==> config.mk <==
export PLATFORM = sky130hd
export DESIGN_NAME = tseg_guard_top
export DESIGN_NICKNAME = d
export VERILOG_FILES = /design/src/rtl/tseg_guard_pkg.sv /design/src/rtl/tseg_cfg_regs.sv /design/src/rtl/tseg_window_decode.sv /design/src/rtl/tseg_access_gate.sv /design/src/rtl/tseg_guard_top.sv
export SDC_FILE = /design/constraint.sdc
export NUM_CORES = 1
export LEC_CHECK = 0
export BUFFER_PORTS_ARGS = -buffer_cell sky130_fd_sc_hd__buf_2
export CAP_MARGIN = 20
export CORE_MARGIN = 4
export CORE_UTILIZATION = 36
export DETAILED_ROUTE_END_ITERATION = 7
export GPL_TIMING_DRIVEN = 1
export PLACE_DENSITY_LB_ADDON = 0.3
export SLEW_MARGIN = 25
export SYNTH_ARGS = -nofsm -noshare
export SYNTH_HDL_FRONTEND = slang
export SYNTH_SLANG_ARGS = --single-unit
==> constraint.sdc <==
create_clock -name clk -period 4.9 [get_ports clk]
set_input_delay 0.735 -clock clk [delete_from_list [all_inputs] [get_ports clk]]
set_output_delay 0.735 -clock clk [all_outputs]
set_load 0.1 [all_outputs]
==> src/rtl/tseg_guard_pkg.sv <==
package tseg_guard_pkg;

    localparam int unsigned MB_SHIFT = 20;

    localparam logic SEL_CTRL = 1'b0;
    localparam logic SEL_EXT  = 1'b1;

    typedef enum logic [1:0] {
        SZ_1MB = 2'd0,
        SZ_2MB = 2'd1,
        SZ_8MB = 2'd2,
        SZ_EXT = 2'd3
    } size_code_e;

    typedef struct packed {
        logic gen_en;
        logic lock;
        logic close;
        logic open;
    } ctrl_reg_t;

    typedef struct packed {
        size_code_e size_code;
        logic       win_en;
    } ext_reg_t;

    function automatic logic [15:0] window_mb(input size_code_e code,
                                              input logic [15:0] ext_mb);
        logic [15:0] mb;
        case (code)
            SZ_1MB:  mb = 16'd1;
            SZ_2MB:  mb = 16'd2;
            SZ_8MB:  mb = 16'd8;
            default: mb = ext_mb;
        endcase
        return mb;
    endfunction

    function automatic ctrl_reg_t ctrl_from_byte(input logic [7:0] b);
        ctrl_reg_t c;
        c.open   = b[0];
        c.close  = b[1];
        c.lock   = b[2];
        c.gen_en = b[3];
        return c;
    endfunction

    function automatic ext_reg_t ext_from_byte(input logic [7:0] b);
        ext_reg_t e;
        e.win_en    = b[0];
        e.size_code = size_code_e'(b[2:1]);
        return e;
    endfunction

endpackage

==> src/rtl/tseg_cfg_regs.sv <==
module tseg_cfg_regs
    import tseg_guard_pkg::*;
(
    input  logic       clk,
    input  logic       rst,
    input  logic       cfg_wr,
    input  logic       cfg_sel,
    input  logic [7:0] cfg_wdata,
    output ctrl_reg_t  ctrl_q,
    output ext_reg_t   ext_q,
    output logic [7:0] cfg_rdata
);
    ctrl_reg_t wr_ctrl;
    ext_reg_t  wr_ext;
    logic      unused_cfg_hi;

    assign wr_ctrl       = ctrl_from_byte(cfg_wdata);
    assign wr_ext        = ext_from_byte(cfg_wdata);
    assign unused_cfg_hi = ^cfg_wdata[7:4];

    always_ff @(posedge clk) begin
        if (rst) begin
            ctrl_q <= '0;
            ext_q  <= '0;
        end else if (cfg_wr && !ctrl_q.lock) begin
            if (cfg_sel == SEL_CTRL) begin
                ctrl_q.open   <= wr_ctrl.open && !wr_ctrl.lock;
                ctrl_q.close  <= wr_ctrl.close;
                ctrl_q.lock   <= wr_ctrl.lock;
                ctrl_q.gen_en <= wr_ctrl.gen_en;
            end else begin
                ext_q <= wr_ext;
            end
        end
    end

    always_comb begin
        if (cfg_sel == SEL_CTRL) cfg_rdata = {4'b0, ctrl_q};
        else                     cfg_rdata = {5'b0, ext_q};
    end
endmodule

==> src/rtl/tseg_window_decode.sv <==
module tseg_window_decode
    import tseg_guard_pkg::*;
#(
    parameter int unsigned RAM_MB      = 128,
    parameter int unsigned EXT_TSEG_MB = 16,
    parameter int unsigned IDX_W       = 7
) (
    input  ext_reg_t         ext_q,
    input  logic [IDX_W-1:0] addr_mb,
    output logic             in_window
);
    logic [15:0]    size_mb;
    logic [IDX_W:0] base_mb;

    always_comb begin
        size_mb = window_mb(ext_q.size_code, EXT_TSEG_MB[15:0]);
        if (32'(size_mb) >= RAM_MB) base_mb = '0;
        else                        base_mb = (IDX_W+1)'(RAM_MB - 32'(size_mb));
        in_window = ({1'b0, addr_mb} >= base_mb);
    end
endmodule

==> src/rtl/tseg_access_gate.sv <==
module tseg_access_gate
    import tseg_guard_pkg::*;
(
    input  ctrl_reg_t  ctrl_q,
    input  ext_reg_t   ext_q,
    input  logic       in_window,
    input  logic       mem_req,
    input  logic       mem_we,
    input  logic       mem_smm,
    input  logic [7:0] dram_rdata,
    output logic [7:0] mem_rdata,
    output logic       dram_we,
    output logic       blocked
);
    logic active;
    logic opened;
    logic allowed;

    always_comb begin
        active    = ctrl_q.gen_en && ext_q.win_en;
        opened    = ctrl_q.open && !ctrl_q.close;
        allowed   = !active || !in_window || mem_smm || opened;
        blocked   = mem_req && !allowed;
        dram_we   = mem_req && mem_we && allowed;
        mem_rdata = blocked ? 8'hFF : dram_rdata;
    end
endmodule

==> src/rtl/tseg_guard_top.sv <==
module tseg_guard_top
    import tseg_guard_pkg::*;
#(
    parameter int unsigned RAM_MB      = 128,
    parameter int unsigned EXT_TSEG_MB = 16,
    parameter int unsigned ADDR_W      = $clog2(RAM_MB) + MB_SHIFT
) (
    input  logic              clk,
    input  logic              rst,
    input  logic              cfg_wr,
    input  logic              cfg_sel,
    input  logic [7:0]        cfg_wdata,
    output logic [7:0]        cfg_rdata,
    input  logic              mem_req,
    input  logic              mem_we,
    input  logic              mem_smm,
    input  logic [ADDR_W-1:0] mem_addr,
    input  logic [7:0]        mem_wdata,
    output logic [7:0]        mem_rdata,
    output logic              mem_blocked,
    output logic [ADDR_W-1:0] dram_addr,
    output logic              dram_we,
    output logic [7:0]        dram_wdata,
    input  logic [7:0]        dram_rdata
);
    localparam int unsigned IDX_W = ADDR_W - MB_SHIFT;

    ctrl_reg_t ctrl_q;
    ext_reg_t  ext_q;
    logic      in_window;

    tseg_cfg_regs u_regs (
        .clk       (clk),
        .rst       (rst),
        .cfg_wr    (cfg_wr),
        .cfg_sel   (cfg_sel),
        .cfg_wdata (cfg_wdata),
        .ctrl_q    (ctrl_q),
        .ext_q     (ext_q),
        .cfg_rdata (cfg_rdata)
    );

    tseg_window_decode #(
        .RAM_MB      (RAM_MB),
        .EXT_TSEG_MB (EXT_TSEG_MB),
        .IDX_W       (IDX_W)
    ) u_decode (
        .ext_q     (ext_q),
        .addr_mb   (mem_addr[ADDR_W-1:MB_SHIFT]),
        .in_window (in_window)
    );

    tseg_access_gate u_gate (
        .ctrl_q     (ctrl_q),
        .ext_q      (ext_q),
        .in_window  (in_window),
        .mem_req    (mem_req),
        .mem_we     (mem_we),
        .mem_smm    (mem_smm),
        .dram_rdata (dram_rdata),
        .mem_rdata  (mem_rdata),
        .dram_we    (dram_we),
        .blocked    (mem_blocked)
    );

    assign dram_addr  = mem_addr;
    assign dram_wdata = mem_wdata;
endmodule

==> results.tsv, run 1 <==
stage	metric	value	unit
yosys	avgSynthCellArea	8.34	um^2
finish	final_util	38.3	%
global_route	grt.overflow.total	0	
clock_network	holdBufCountCts	0	
finish	area_delta_synth_final	1.49	%
drt	postRouteAntennaNets	0	
placed_design	dp_hpwl	1.57	mm
sta	rsz0062_at_grt	no	
global_route	first_global_vias	624	
sta	timing.hold.ws	493	ps
drt	drt-total-wl	1.82	mm
yosys	yosys.area.top_type	buf_4	
min_path	worst_hold_path_type	flop to flop	
drt	drc	0	
sta	finalClockSkew	6.84	ps
worst_setup_path	cp_max_fo	10	
sta	min_period_over_period	69.3	%
sta	setup_violations	0	
sta	max_freq	294	MHz
worst_setup_path	start_kind	flop	
drt	num_vias	738	
drt	first_pass_iters	4	
finish	antennaDiodeCount	0	
clock_network	clk_latency	260	ps
worst_setup_path	crit_arrival	2660	ps
clock_network	root_buffer	clkbuf_4	
yosys	yosys_warnings	0	
power	power.density	259	mW/mm^2
drt	routedWlPerCell	11.7	um
yosys	seq_area_frac_synth	15.1	%
yosys	synth_area_leaders	buf_4 (32%), dfxtp_1 (15%), ha_1 (9.5%), o31ai_1 (6.5%), mux2i_1 (5.4%)	
global_route	grt_max_degree	11	
clock_network	cts_buffers	3	
clock_network	cts_sinks	7	
floorplanning	coreArea	0.00245	mm^2
sta	tns	0	ps
finish	drive_gt1_share	44.4	%
finish	nets	192	
sta	period_minus_slack	3400	ps
worst_setup_path	critPathKind	flop to primary output	
placed_design	io_buffer_count	46	
worst_setup_path	cp_data_required_time	4160	ps
floorplanning	initial_core_util	37.7	%
global_route	grt_pass1_wl	2.59	mm
job	drv_cap	0	
global_route	track_usage	9.81	%
global_route	antenna_found_initial	0	
power	vdd_ir_drop_max	0.000130	V
yosys	synth_top_area_share	32.4	%
clock_network	htree_levels	1	
sta	slew_violations	0	
power	p_total	244	uW
floorplanning	die_area	0.00345	mm^2
yosys	mappedNetlistArea	926	um^2
worst_setup_path	endpoint_kind	primary output	
sta	hold_violations	0	
clock_network	clk_pin_slew	60	ps
drt	drtIter0Drc	37	
clock_network	cts_tree	built	
floorplanning	die_h	58.7	um
clock_network	cts_setup_buffers	0	
outcome	status	finished, final reports clean	
placed_design	place_congestion	0.750	
floorplanning	io_pins	111	
clock_network	post_cts_resized	0	
power	p_leak	0.000523	uW
drt	vias_per_cell	4.73	
yosys	synth_seq_cells	7	
floorplanning	die_x	58.7	um
yosys	synthDistinctLibCells	26	
clock_network	cts.path.max_buffers	2	
floorplanning	rows	18	
yosys	netlist_instances	111	
[critical path: stages (launching register included)]
cell and delay (ps):
dfxtp_1 340, or2_2 320, ha_1 270, inv_1 40, ha_1 260, o211ai_1 90
o211a_1 340, o31ai_1 280, buf_2 470
[worst paths after layout]
kind	to	startpoint	slack, ps	cells after the start
max	mem_rdata[1]	u_regs.ext_q[2]	1500	8
min	u_regs.ctrl_q[0]	u_regs.ctrl_q[0]	490	2
max reg2reg	u_regs.ctrl_q[1]	u_regs.ctrl_q[2]	3860	3
min reg2reg	u_regs.ctrl_q[0]	u_regs.ctrl_q[0]	490	2
[synthesized netlist by cell type (all sizes together)]
cell type,n
and4b,1
nor3b,2
mux2,3
nor2b,1
o211ai,1
nor3,1
buf,40
a211oi,1
nor2,6
nand2,1
o31ai,8
ha,7
conb,1
mux2i,5
or2,1
o211a,2
o21a,1
nand3b,2
dfxtp,7
a21oi,2
nand2b,4
inv,11
and2,1
clkinv,1
o2111ai,1
[flip-flops by register name, indices dropped and copies added (netlist names)]
name           flops
u_regs.ext_q       3
u_regs.ctrl_q      4
[layout make-up]
type                    instances  area [um^2]
clock buffers                   3         22.5
clock inverters                 1         5.00
fillers                       256         1520
inverters                      12         45.0
multi-input cells              57          459
flip-flops and latches          7          140
well taps                      30         37.5
repair buffers                 46          230
[stage by stage]
stage               std cells  worst slack (ps)  instance area [um^2]
floorplan                 116               289                   945
global placement          152              1810                   912
detailed placement        152              1770                   912
CTS                       156              1490                   940
global route              156              1350                   940
finish                    156              1500                   940
[metal layers]
| metal | global-route usage (%) | share of wire [%] | vias to the layer above |
|---|---|---|---|
| met2 | 15.9 | 45 | 54 |
| met4 | 7.44 | 3.2 | 0 |
| li1 | - | - | 361 |
| met3 | 4.61 | 18 | 12 |
| met5 | 0 | 0 | - |
| met1 | 9.66 | 34 | 311 |
[cell usage in the layout, fill, tap and decap left out]
master	n
buf_2	46
inv_1	11
o31ai_1	8
ha_1	7
dfxtp_1	7
nor2_1	6
conb_1	6
mux2i_1	5
nand2b_1	4
mux2_2	3
clkbuf_4	3
o211a_1	2
a21oi_1	2
nand3b_1	2
or2_2	1
and2_1	1
clkinv_1	1
nor3b_1	1
o211ai_1	1
nand2_1	1
a211oi_1	1
o21a_1	1
and4b_1	1
o2111ai_4	1
nor3_1	1
nor2b_1	1
nor3b_4	1
clkinv_2	1
[kinds of logic (layout without fill, tap and decap cells)]
group           after synthesis  count (layout)  synth area share (%)
flops                         7               7                  15.1
mux                           8               8                  9.05
compound gates               16              16                  15.0
simple gates                 20              20                  13.6
buf+inv                      52              62                  37.3
other cells                   1               6                 0.405
fa+ha+maj                     7               7                  9.46
[where the power goes]
group / total [uW] / switching [uW] / internal, uW
clock network: 52.0 / 22.1 / 29.8
logic: 129 / 101 / 27.8
registers: 62.4 / 2.60 / 59.8
(Power assumes the default switching activity.)
==> run 2: changes to the inputs <==
--- a/config.mk
+++ b/config.mk
@@ -8,7 +8,7 @@
 export BUFFER_PORTS_ARGS = -buffer_cell sky130_fd_sc_hd__buf_2
 export CAP_MARGIN = 20
 export CORE_MARGIN = 4
-export CORE_UTILIZATION = 36
+export CORE_UTILIZATION = 33
 export DETAILED_ROUTE_END_ITERATION = 7
 export GPL_TIMING_DRIVEN = 1
 export PLACE_DENSITY_LB_ADDON = 0.3
==> constraint.sdc (replaced) <==
create_clock -name clk -period 3.6 [get_ports clk]
set_input_delay 0.54 -clock clk [delete_from_list [all_inputs] [get_ports clk]]
set_output_delay 0.54 -clock clk [all_outputs]
set_load 0.1 [all_outputs]
==> run 2 against run 1 <==
  * First-iteration DRC count down 57%
  * Global-route usage down 0.52 points
  * Sequential power up 36%
  * Final cell count unchanged
  * Sequential share of layout area about the same
  * Largest power group unchanged
  * Highest routed layer unchanged
==> results.tsv, run 2 (same netlist as run 1, synthesis figures left out) <==
stage	metric	value	unit	change
drt	drt-total-wl	1.82	mm	unchanged
sta	min_period_over_period	88.4	%	
worst_setup_path	cp_data_required_time	3060	ps	-1100 ps
placed_design	dp_hpwl	1.64	mm	+4.4%
sta	worst_slack	417	ps	-1090 ps
job	drv_cap	0		unchanged
finish	multi_input_area	459	um^2	unchanged
placed_design	dp_cells	152		unchanged
floorplanning	rows	18		unchanged
drt	drtIter0Drc	16		-57%
worst_setup_path	critPathKind	flop to primary output		
placed_design	place_congestion	0.676		-9.9%
sta	max_freq	314	MHz	
floorplanning	die_area	0.00372	mm^2	+7.8%
power	vdd_ir_drop_max	0.000232	V	+78%
clock_network	post_cts_resized	0		unchanged
clock_network	cts_setup_buffers	0		unchanged
clock_network	cts_tree	built		
min_path	hold_depth	2		unchanged
clock_network	clk_latency	250	ps	about the same
sta	setup_violations	0		unchanged
sta	slew_violations	0		unchanged
sta	finalClockSkew	1.44	ps	-5.41 ps
clock_network	cts_buffers	3		unchanged
global_route	grt_pass1_wl	2.60	mm	+0.27%
clock_network	htree_levels	1		unchanged
min_path	min_from	u_regs.ctrl_q[0]		
finish	reg_top3	u_regs.ctrl_q x4, u_regs.ext_q x3		
worst_setup_path	worst-r2r-setup-slack	2560	ps	-1300 ps
finish	fin_area	938	um^2	-0.13%
power	power.density	352	mW/mm^2	+36%
global_route	antenna_found_initial	0		unchanged
clock_network	root_buffer	clkbuf_4		
placed_design	pre_cts_ws	656	ps	-1120 ps
floorplanning	initial_core_util	36.1	%	-1.7 points
drt	num_vias	733		-0.68%
clock_network	holdBufCountCts	0		unchanged
worst_setup_path	r2r_start	u_regs.ctrl_q[2]		
global_route	grt.overflow.total	0		unchanged
finish	largest_reg_flops	4		unchanged
min_path	worst_hold_path_type	flop to flop		
clock_network	cts.path.max_buffers	2		unchanged
min_path	hold_path_end	u_regs.ctrl_q[0]		
finish	antennaDiodeCount	0		unchanged
global_route	track_usage	9.30	%	-0.52 points
floorplanning	coreArea	0.00257	mm^2	+4.6%
drt	postRouteAntennaNets	0		unchanged
finish	regArea	140	um^2	unchanged
floorplanning	die_x	61.0	um	+3.8%
placed_design	dpl-instance-area	912	um^2	unchanged
worst_setup_path	endpoint_kind	primary output		
finish	regMostFlops	u_regs.ctrl_q		
outcome	status	finished, final reports clean		
worst_setup_path	cp_max_fo	10		unchanged
global_route	first_global_vias	648		+3.8%
drt	drc	0		unchanged
floorplanning	die_h	61.0	um	+3.8%
worst_setup_path	r2r_cells	3		unchanged
drt	first_pass_iters	4		unchanged
finish	layout.cells.most_common_list	buf_2 (46), inv_1 (11), o31ai_1 (8), ha_1 (7), dfxtp_1 (7)		
worst_setup_path	cp-startpoint	u_regs.ext_q[2]		
finish	num-fill-cells	291		+14%
worst_setup_path	rr_endpoint	u_regs.ctrl_q[1]		
drt	routedWlPerCell	11.7	um	unchanged
clock_network	clk_pin_slew	50	ps	about the same
worst_setup_path	crit_arrival	2640	ps	-20 ps
worst_setup_path	start_kind	flop		
clock_network	cts_sinks	7		unchanged
finish	drive_gt1_share	43.7	%	-0.79 points
floorplanning	io_pins	111		unchanged
finish	final_util	36.5	%	-1.7 points
sta	hold_violations	0		unchanged
finish	nets	192		unchanged
finish	area_delta_synth_final	1.35	%	
sta	tns	0	ps	unchanged
placed_design	io_buffer_count	46		unchanged
drt	vias_per_cell	4.70		-0.68%
finish	final_cells	156		unchanged
sta	rsz0062_at_grt	no		
finish	mostFrequentLayoutCell	buf_2		
sta	period_minus_slack	3180	ps	
power	p_leak	0.000520	uW	-0.52%
global_route	grt_max_degree	11		unchanged
[run 2: cell count changes in the layout (fill, tap and decap cells not counted), sizes merged]
| cell | previous run | this run |
|---|---|---|
| clkbuf | 3 | 4 |
| clkinv | 2 | 1 |
[run 2: critical path, cell delays in order, from the launching register on]
cell	delay, ps
dfxtp_1	330
or2_2	310
ha_1	270
inv_1	40
ha_1	270
o211ai_1	90
o211a_1	330
o31ai_1	280
buf_2	470
[run 2: cell type report]
cell class / instances / area share [%]
Sequential cell: 7 / 14.9
Tap cell: 30 / 4.00
Timing Repair Buffer: 46 / 24.5
Inverter: 12 / 4.80
Multi-Input combinational cell: 57 / 48.9
Clock buffer: 4 / 2.80
[run 2: worst max path at each step]
stage | end | slack [ps] | cells past startpoint
after global routing | mem_rdata[7] | 190 | 8
final | mem_rdata[4] | 420 | 8
after floorplan | mem_rdata[0] | -820 | 8
after CTS | mem_rdata[4] | 370 | 8
after global placement | mem_rdata[1] | 720 | 8
after detailed placement | mem_rdata[4] | 660 | 8
[run 2: layer usage]
metal / GRT usage [%] / share of wire (%)
met4: 6.81 / 2.4
met3: 2.55 / 17
met5: 0 / 0
met1: 9.82 / 34
met2: 15.7 / 47
[run 2: power breakdown]
group | switching, uW | internal (uW)
Clock | 27.1 | 42.2
Sequential | 3.48 | 81.5
Combinational | 138 | 38.0
Total | 169 | 162
[run 2: metrics by stage]
step	power, uW	hold slack [ps]
floorplan	387	451
global placement	261	479
detailed placement	264	506
CTS	337	515
global route	352	529
finish	331	505
==> run 3: changes to the inputs <==
--- a/config.mk
+++ b/config.mk
@@ -15,4 +15,5 @@
 export SLEW_MARGIN = 25
 export SYNTH_ARGS = -nofsm -noshare
 export SYNTH_HDL_FRONTEND = slang
+export SYNTH_HIERARCHICAL = 1
 export SYNTH_SLANG_ARGS = --single-unit
==> run 3 against run 2 <==
  * Clock power increased by 3%
  * Global-route usage grew 0.65 points
  * Synthesized cell count is 5.4% higher
  * Synthesized area up 3.1%
  * Largest cell class unchanged
==> results.tsv, run 3 <==
stage	metric	value	unit	change
outcome	status	finished, final reports clean		
worst_setup_path	rr_endpoint	u_regs/ctrl_q[0]		
sta	worst_pin_slew	1000	ps	
floorplanning	die_x	61.8	um	+1.3%
sta	max_freq	295	MHz	-6.1%
yosys	netlist_instances	117		+5.4%
yosys	seq_area_frac_synth	14.7	%	-0.46 points
drt	routedWlPerCell	13.2	um	+13%
power	power.density	322	mW/mm^2	-8.5%
sta	worst_slack	209	ps	-208 ps
sta	hold_violations	0		unchanged
power	vdd_ir_drop_max	0.000208	V	-10%
yosys	async_reset_ff_share	0	%	unchanged
placed_design	dpl-instance-area	977	um^2	+7.1%
worst_setup_path	cp_max_fo	10		unchanged
global_route	track_usage	9.94	%	+0.65 points
yosys	synth_area_leaders	buf_4 (31%), dfxtp_1 (15%), ha_1 (7.9%), nand2b_1 (7.2%), mux2i_1 (6.3%)		
finish	fin_area	0.00106	mm^2	+13%
yosys	yosys_warnings	6		+6
drt	drtIter0Drc	11		-5
yosys	synthDistinctLibCells	29		+12%
min_path	worst_hold_path_type	flop to flop		
finish	antennaDiodeCount	0		unchanged
placed_design	place_congestion	0.720		+6.6%
worst_setup_path	cpMostUsedCell	ha_1		
min_path	hold_depth	2		unchanged
placed_design	pre_cts_ws	303	ps	-353 ps
finish	layout.cells.most_common_list	buf_2 (36), nand2b_1 (11), inv_1 (11), o31ai_2 (8)		
yosys	mappedNetlistArea	955	um^2	+3.1%
worst_setup_path	worst-r2r-setup-slack	2580	ps	+20 ps
min_path	hold_path_end	u_regs/ctrl_q[0]		
floorplanning	die_area	0.00382	mm^2	+2.7%
drt	drt-total-wl	2.12	mm	+16%
yosys	synth_top_area_share	30.7	%	-1.8 points
sta	period_minus_slack	3390	ps	+208 ps
yosys	yosys.area.top_type	buf_4		
clock_network	clk_latency	250	ps	about the same
sta	relSlewSlack	33.2	%	
sta	rsz0062_at_grt	no		
clock_network	cts_tree	built		
worst_setup_path	r2r_cells	2		-1
clock_network	cts.path.max_buffers	2		unchanged
clock_network	cts_sinks	7		unchanged
finish	final_util	38.3	%	+1.7 points
worst_setup_path	cp_data_required_time	3060	ps	about the same
worst_setup_path	crit_arrival	2850	ps	+210 ps
yosys	synth_edf_count	0		unchanged
worst_setup_path	start_kind	flop		
sta	slew_violations	0		unchanged
worst_setup_path	cp_top_family	compound AO/OA/AOI/OAI gates		
power	p_total	340	uW	+3.0%
finish	nets	194		+1.0%
min_path	min_from	u_regs/ctrl_q[0]		
finish	drive_gt1_share	52.7	%	+9.1 points
drt	num_vias	751		+2.5%
worst_setup_path	endpoint_kind	primary output		
floorplanning	initial_core_util	34.6	%	-1.4 points
clock_network	cts_buffers	3		unchanged
job	drv_cap	0		unchanged
drt	postRouteAntennaNets	0		unchanged
finish	area_delta_synth_final	10.6	%	
worst_setup_path	r2r_start	u_regs/ctrl_q[2]		
placed_design	dp_hpwl	1.79	mm	+9.6%
sta	finalClockSkew	6.24	ps	+4.80 ps
placed_design	io_buffer_count	46		unchanged
worst_setup_path	cp_cell_sequence	or2_4 > ha_1 > inv_1 > ha_1 > o2111a_1 > o311ai_1 > a21oi_1 > nand4b_4 > o31ai_2 > buf_4		
floorplanning	io_pins	111		unchanged
global_route	first_global_vias	661		+2.0%
finish	largest_reg_flops	4		unchanged
power	p_leak	0.000572	uW	+9.9%
worst_setup_path	critPathKind	flop to primary output		
global_route	grt_max_degree	13		+2
floorplanning	die_h	61.8	um	+1.3%
global_route	grt_pass1_wl	2.78	mm	+6.9%
floorplanning	rows	19		+1
sta	tns	0	ps	unchanged
yosys	yosys_most_used_dff	dfxtp_1		
yosys	synth_common_cells	buf_4 (39), inv_1 (11), nand2b_1 (11), o31ai_1 (8), dfxtp_1 (7)		
clock_network	htree_levels	1		unchanged
drt	vias_per_cell	4.69		-0.11%
worst_setup_path	slowest_delay	350	ps	-120 ps
worst_setup_path	critPathBufInv	2		unchanged
floorplanning	coreArea	0.00276	mm^2	+7.4%
global_route	antenna_found_initial	0		unchanged
drt	first_pass_iters	3		-1
finish	mostFrequentLayoutCell	buf_2		
sta	min_period_over_period	94.2	%	+5.8 points
clock_network	root_buffer	clkbuf_4		
drt	drc	0		unchanged
yosys	synth_most_common_cell	buf_4		
worst_setup_path	crit_cells	10		+2
global_route	grt.overflow.total	0		unchanged
finish	regMostFlops	u_regs/ctrl_q		
worst_setup_path	cp_slowest_cell	dfxtp_1		
yosys	avgSynthCellArea	8.16	um^2	-2.2%
sta	setup_violations	0		unchanged
yosys	synth_seq_cells	7		unchanged
clock_network	clk_pin_slew	60	ps	about the same
finish	reg_top3	u_regs/ctrl_q x4, u_regs/ext_q x3		
==> run 3: cell types whose count changed after synthesis, sizes merged, moves of 2 or more <==
cell / before / now
buf: 40 / 42
nor2: 6 / 0
o21ai: 0 / 2
nand3b: 2 / 0
or3b: 0 / 2
nand2b: 4 / 11
==> run 3: kinds of logic after synthesis <==
family                   Yosys count  synth area share (%)
AND/OR/NAND/NOR                   23                  18.5
buffers and inverters             54                  36.8
adder cells (fa/ha/maj)            6                  7.86
AO/OA/AOI/OAI                     17                  12.7
other                              2                 0.787
flip-flops                         7                  14.7
multiplexers                       8                  8.65
==> run 3: routing by layer <==
metal / GRT usage (%) / part of all wire, % / up-vias
li1: - / - / 367
met1: 10.6 / 34 / 335
met2: 15.7 / 51 / 39
met3: 4.55 / 12 / 10
met4: 6.67 / 2.4 / 0
met5: 0 / 0 / -
==> run 3: timing repair <==
| item | CTS | global route |
|---|---|---|
| hold endpoints to repair | 0 | 0 |
| resized for setup | 0 | 26 |
| hold buffers | 0 | 0 |
| setup buffers | 0 | 0 |
| setup endpoints to repair | 0 | 10 |
==> run 3: final cells by class <==
cell class	count	area, um^2
clock inverters	1	5.00
fillers	303	1700
multi-input cells	60	523
repair buffers	46	282
inverters	12	45.0
well taps	31	38.8
clock buffers	3	22.5
flip-flops and latches	7	140
==> run 3: metrics by stage <==
step           std cells  hold slack [ps]
2_1_floorplan        121              455
3_3_place_gp         156              475
3_5_place_dp         156              488
4_1_cts              160              500
5_1_grt              160              517
6_report             160              492
==> run 3: worst max-delay path by stage <==
| stage | end | slack [ps] | from |
|---|---|---|---|
| after global placement | mem_rdata[1] | 340 | u_regs/ext_q[2] |
| after global routing | mem_rdata[3] | 0.8 | u_regs/ext_q[2] |
| after detailed placement | mem_rdata[6] | 300 | u_regs/ext_q[2] |
| final | mem_rdata[3] | 210 | u_regs/ext_q[2] |
| after floorplan | mem_rdata[0] | -210 | u_regs/ext_q[2] |
| after CTS | mem_rdata[6] | 20 | u_regs/ext_q[2] |
==> run 3: worst reg2reg max path, stage by stage, from the launching register on <==
cell and delay, ps:
dfxtp_1 330, nor3b_1 390, mux2i_1 230
==> run 3: power breakdown <==
part	total [uW]	internal (uW)	switching [uW]
Sequential	86.0	81.6	4.43
Clock	71.1	40.6	30.5
Combinational	183	45.2	138
Total	340	167	173
